--- config.mk ---
export PLATFORM = sky130hd
export DESIGN_NAME = serial_divider_loader
export DESIGN_NICKNAME = d
export VERILOG_FILES = /design/src/rtl/sdl_pkg.sv /design/src/rtl/sdl_sync_edge.sv /design/src/rtl/sdl_shifter.sv /design/src/rtl/sdl_active_reg.sv /design/src/rtl/serial_divider_loader.sv
export SDC_FILE = /design/constraint.sdc
export NUM_CORES = 1
export LEC_CHECK = 0
export BUFFER_PORTS_ARGS = -buffer_cell sky130_fd_sc_hd__buf_4
export CORE_MARGIN = 1
export CORE_UTILIZATION = 40
export DETAILED_ROUTE_END_ITERATION = 10
export PLACE_DENSITY = 0.73
export SYNTH_ARGS = -nofsm -noshare
export SYNTH_HDL_FRONTEND = slang
export SYNTH_HIERARCHICAL = 1
export SYNTH_SLANG_ARGS = --single-unit
--- constraint.sdc ---
create_clock -name clk -period 2.5 [get_ports clk]
set_input_delay 0.125 -clock clk [delete_from_list [all_inputs] [get_ports clk]]
set_output_delay 0.125 -clock clk [all_outputs]
set_load 0.1 [all_outputs]
--- src/rtl/sdl_pkg.sv ---
package sdl_pkg;
  localparam int M_W   = 9;
  localparam int R_W   = 6;
  localparam int A_W   = 4;
  localparam int CTL_W = 2;
  localparam int PRI_W = M_W + R_W + A_W + CTL_W;
  localparam int ENH_W = 8;
  localparam int NSYNC_IN = 5;

  typedef struct packed {
    logic [M_W-1:0] m;
    logic [R_W-1:0] r;
    logic [A_W-1:0] a;
    logic           bypass;
    logic           sel56;
  } cfg_t;
endpackage

--- src/rtl/sdl_sync_edge.sv ---
module sdl_sync_edge #(
  parameter int W      = 1,
  parameter int STAGES = 2
) (
  input  logic         clk,
  input  logic         rst_n,
  input  logic [W-1:0] d,
  output logic [W-1:0] lvl,
  output logic [W-1:0] rise
);
  logic [STAGES-1:0][W-1:0] stg_q;
  logic [STAGES-1:0][W-1:0] stg_d;
  logic [W-1:0]             prev_q;

  always_comb begin
    stg_d[0] = d;
    for (int s = 1; s < STAGES; s++) stg_d[s] = stg_q[s-1];
  end

  always_ff @(posedge clk or negedge rst_n) begin
    if (!rst_n) begin
      stg_q  <= '0;
      prev_q <= '0;
    end else begin
      stg_q  <= stg_d;
      prev_q <= stg_q[STAGES-1];
    end
  end

  assign lvl  = stg_q[STAGES-1];
  assign rise = stg_q[STAGES-1] & ~prev_q;
endmodule

--- src/rtl/sdl_shifter.sv ---
module sdl_shifter #(
  parameter int WIDTH = 8
) (
  input  logic             clk,
  input  logic             rst_n,
  input  logic             en,
  input  logic             din,
  output logic [WIDTH-1:0] q
);
  logic [WIDTH-1:0] q_d;

  always_comb begin
    q_d = q;
    if (en) q_d = {q[WIDTH-2:0], din};
  end

  always_ff @(posedge clk or negedge rst_n) begin
    if (!rst_n) q <= '0;
    else        q <= q_d;
  end
endmodule

--- src/rtl/sdl_active_reg.sv ---
module sdl_active_reg
  import sdl_pkg::*;
(
  input  logic             clk,
  input  logic             rst_n,
  input  logic             xfer,
  input  logic [PRI_W-1:0] staged,
  output cfg_t             act
);
  cfg_t act_d;

  always_comb begin
    act_d = act;
    if (xfer) act_d = cfg_t'(staged);
  end

  always_ff @(posedge clk or negedge rst_n) begin
    if (!rst_n) act <= '0;
    else        act <= act_d;
  end
endmodule

--- src/rtl/serial_divider_loader.sv ---
module serial_divider_loader
  import sdl_pkg::*;
#(
  parameter int SYNC_STAGES = 2
) (
  input  logic           clk,
  input  logic           rst_n,
  input  logic           ser_clk,
  input  logic           ser_data,
  input  logic           ld_strobe,
  input  logic           hop_strobe,
  input  logic           enh_we,
  input  logic           direct_sel,
  input  logic           enh_mode_n,
  input  logic [M_W-1:0] dir_m,
  input  logic [A_W-1:0] dir_a,
  input  logic [R_W-1:0] dir_r,
  input  logic           dir_bypass,
  input  logic           dir_sel56,
  output logic [M_W-1:0] m_val,
  output logic [A_W-1:0] a_val,
  output logic [R_W-1:0] r_val,
  output logic           pre_bypass,
  output logic           pre_sel56,
  output logic [ENH_W-1:0] enh_bits
);
  localparam int I_SCK = 0;
  localparam int I_SDA = 1;
  localparam int I_LD  = 2;
  localparam int I_HOP = 3;
  localparam int I_ENW = 4;

  logic [1:0] rst_pipe;
  logic       rst_int_n;

  always_ff @(posedge clk or negedge rst_n) begin
    if (!rst_n) rst_pipe <= '0;
    else        rst_pipe <= {rst_pipe[0], 1'b1};
  end
  assign rst_int_n = rst_pipe[1];

  logic [NSYNC_IN-1:0] raw_in, in_lvl, in_rise;
  assign raw_in = {enh_we, hop_strobe, ld_strobe, ser_data, ser_clk};

  sdl_sync_edge #(.W(NSYNC_IN), .STAGES(SYNC_STAGES)) u_sync (
    .clk(clk), .rst_n(rst_int_n), .d(raw_in), .lvl(in_lvl), .rise(in_rise)
  );

  logic sh_pri_en, sh_enh_en, xfer, ser_bit;
  assign ser_bit   = in_lvl[I_SDA];
  assign sh_pri_en = in_rise[I_SCK] & ~in_lvl[I_LD] & ~in_lvl[I_ENW];
  assign sh_enh_en = in_rise[I_SCK] & ~in_lvl[I_LD] &  in_lvl[I_ENW];
  assign xfer      = in_rise[I_LD] | in_rise[I_HOP];

  logic [PRI_W-1:0] pri_q;
  logic [ENH_W-1:0] enh_q;

  sdl_shifter #(.WIDTH(PRI_W)) u_pri (
    .clk(clk), .rst_n(rst_int_n), .en(sh_pri_en), .din(ser_bit), .q(pri_q)
  );

  sdl_shifter #(.WIDTH(ENH_W)) u_enh (
    .clk(clk), .rst_n(rst_int_n), .en(sh_enh_en), .din(ser_bit), .q(enh_q)
  );

  cfg_t act;
  sdl_active_reg u_act (
    .clk(clk), .rst_n(rst_int_n), .xfer(xfer), .staged(pri_q), .act(act)
  );

  always_comb begin
    if (direct_sel) begin
      m_val      = dir_m;
      a_val      = dir_a;
      r_val      = dir_r;
      pre_bypass = dir_bypass;
      pre_sel56  = dir_sel56;
    end else begin
      m_val      = act.m;
      a_val      = act.a;
      r_val      = act.r;
      pre_bypass = act.bypass;
      pre_sel56  = act.sel56;
    end
    enh_bits = enh_mode_n ? '0 : enh_q;
  end
endmodule

==> flow_summary.ini <==
[critical_path]
crit_arrival_ns = 1.87
worst_ep_required_time_ns = 2.72
worstSetupEndpointType = flop
start_kind = flop
critPathMaxFanout = 21
critical_path_class = flop to flop

[timing]
setup_viol = 0
slew_viol_final = 0
max_clock_freq_mhz = 607
period_needed_ns = 1.65
skew_ns = 0.00805
relSlewSlack = 0.509
setup-tns-final_ns = 0
hold_viol = 0
tightest_slew_ns = 0.736
fin_crit_sh = 0.659
rsz0062_at_grt = false

[floorplan]
start_util = 0.419
io_pins = 59
fp-row-count = 30
dieHeight_um = 86.8
core_um2 = 6870
die_w_um = 86.8
die_area_um2 = 7540

[clock_network]
root_buffer = clkbuf_8
clock_latency_ns = 0.34
cts_setup_buffers = 0
cts_buffers = 9
cts_resized = 0
tritoncts = yes
hold_buffers = 6
cts.path.max_buffers = 2
cts.sinks = 65
cts.clk_slew.worst_paths_ns = 0.07
h-tree-depth = 3

[final_layout]
layout-drive-gt1-share = 0.655
final_common_cell = mux2_4
fillers = 587
fin_util = 0.538
layout.nets = 260
seqCellArea_um2 = 1630
n_antenna_cell = 0
multi_input_area_um2 = 1180
final_cell_mix = mux2_4 (68), dfrtp_1 (64), buf_4 (62)
syn_to_final_growth_pct = 28.4

[route]
drcViolationCount = 0
drtIter0Drc = 59
routed_wl_um = 4490
vias = 1470
wire_per_inst_um = 13.5
drt_first_pass_iters = 3
via_per_inst = 4.44
ant_nets = 0

[global_routing]
antenna_found_initial = 0
grt_start_max_net_pins = 35
grt.overflow.total = 0
grtUsageTotal = 0.135
grt_pass1_vias = 1481
grt_first_pass_wirelength_um = 7460

[flow_run]
maxCapViolations = 0

[placed_design]
gp_congestion = 0.642
place.detailed.hpwl_um = 3010
io_buffers = 58

[power_and_ir_drop]
ir_worst_vdd_uv = 454
leakagePower_nw = 1.88
power.density_nw_per_um2 = 834

[synth]
avgSynthCellArea_um2 = 18.2
synth_cells = 158
yosysWarningCount = 6
syn_nets = 188
synthesis.area_um2 = 2880

[outcome]
outcome = finished, final reports clean

[hold_path]
worst_hold_path_type = primary input to async pin
-- registers in the layout, indices dropped and copies added (netlist names) --
register / count
rst_pipe: 2
u_act/act: 21
u_enh/q: 8
u_pri/q: 21
u_sync/lvl: 5
u_sync/prev_q: 3
u_sync/stg_d: 5
-- worst paths after layout --
kind                                      start            end  slack (ns)  depth (start not counted)
worst max-delay path              u_sync/lvl[2]   u_act/act[3]        0.85                          3
worst min-delay path                      rst_n    rst_pipe[1]         0.1                          2
worst max register to register    u_sync/lvl[2]   u_act/act[3]        0.85                          3
worst min register to register      rst_pipe[1]     u_enh/q[1]        0.34                          0
max in group asynchronous           rst_pipe[1]  u_act/act[11]        1.44                          1
min in group clk                u_sync/stg_d[8]  u_sync/lvl[3]        0.35                          0
-- area by class of cell --
class,count,area share
timing repair buffer,68,0.142
clock buffer,11,0.0383
clock inverter,5,0.0278
tap,96,0.0325
multi-input combinational,86,0.319
sequential,65,0.441
-- routing by layer --
layer  up-vias  GRT usage  wire, um
li1        691          -         -
met1       727      0.180      2100
met2        43      0.195      2050
met3         9     0.0381       227
met4         0     0.0818       108
met5         -          0         0
-- worst max-delay path: stages (launching register included) --
cell and delay [ns]:
dfrtp_1 0.40, nor2b_4 0.15, or2_2 0.58, mux2_2 0.40
-- metrics by stage --
| stage | setup slack [ns] | cell area (um^2) | hold WS (ns) | total power, W | std cells |
|---|---|---|---|---|---|
| detailed placement | 0.853 | 3390 | -0.0910 | 0.00202 | 309 |
| finish | 0.852 | 3690 | 0.0981 | 0.00308 | 331 |
| global placement | 0.910 | 3390 | -0.0916 | 0.00201 | 309 |
| floorplan | 0.556 | 2880 | -0.171 | 0.00187 | 158 |
| global route | 0.795 | 3690 | 0.0839 | 0.00322 | 331 |
| CTS | 0.835 | 3690 | 0.0833 | 0.00312 | 331 |
-- power by group --
group	internal (W)	switching, W	total [W]
clock network	0.000688	0.000388	0.00108
logic	0.000294	0.000473	0.000767
registers	0.00116	0.0000829	0.00124
(Power assumes the default switching activity.)
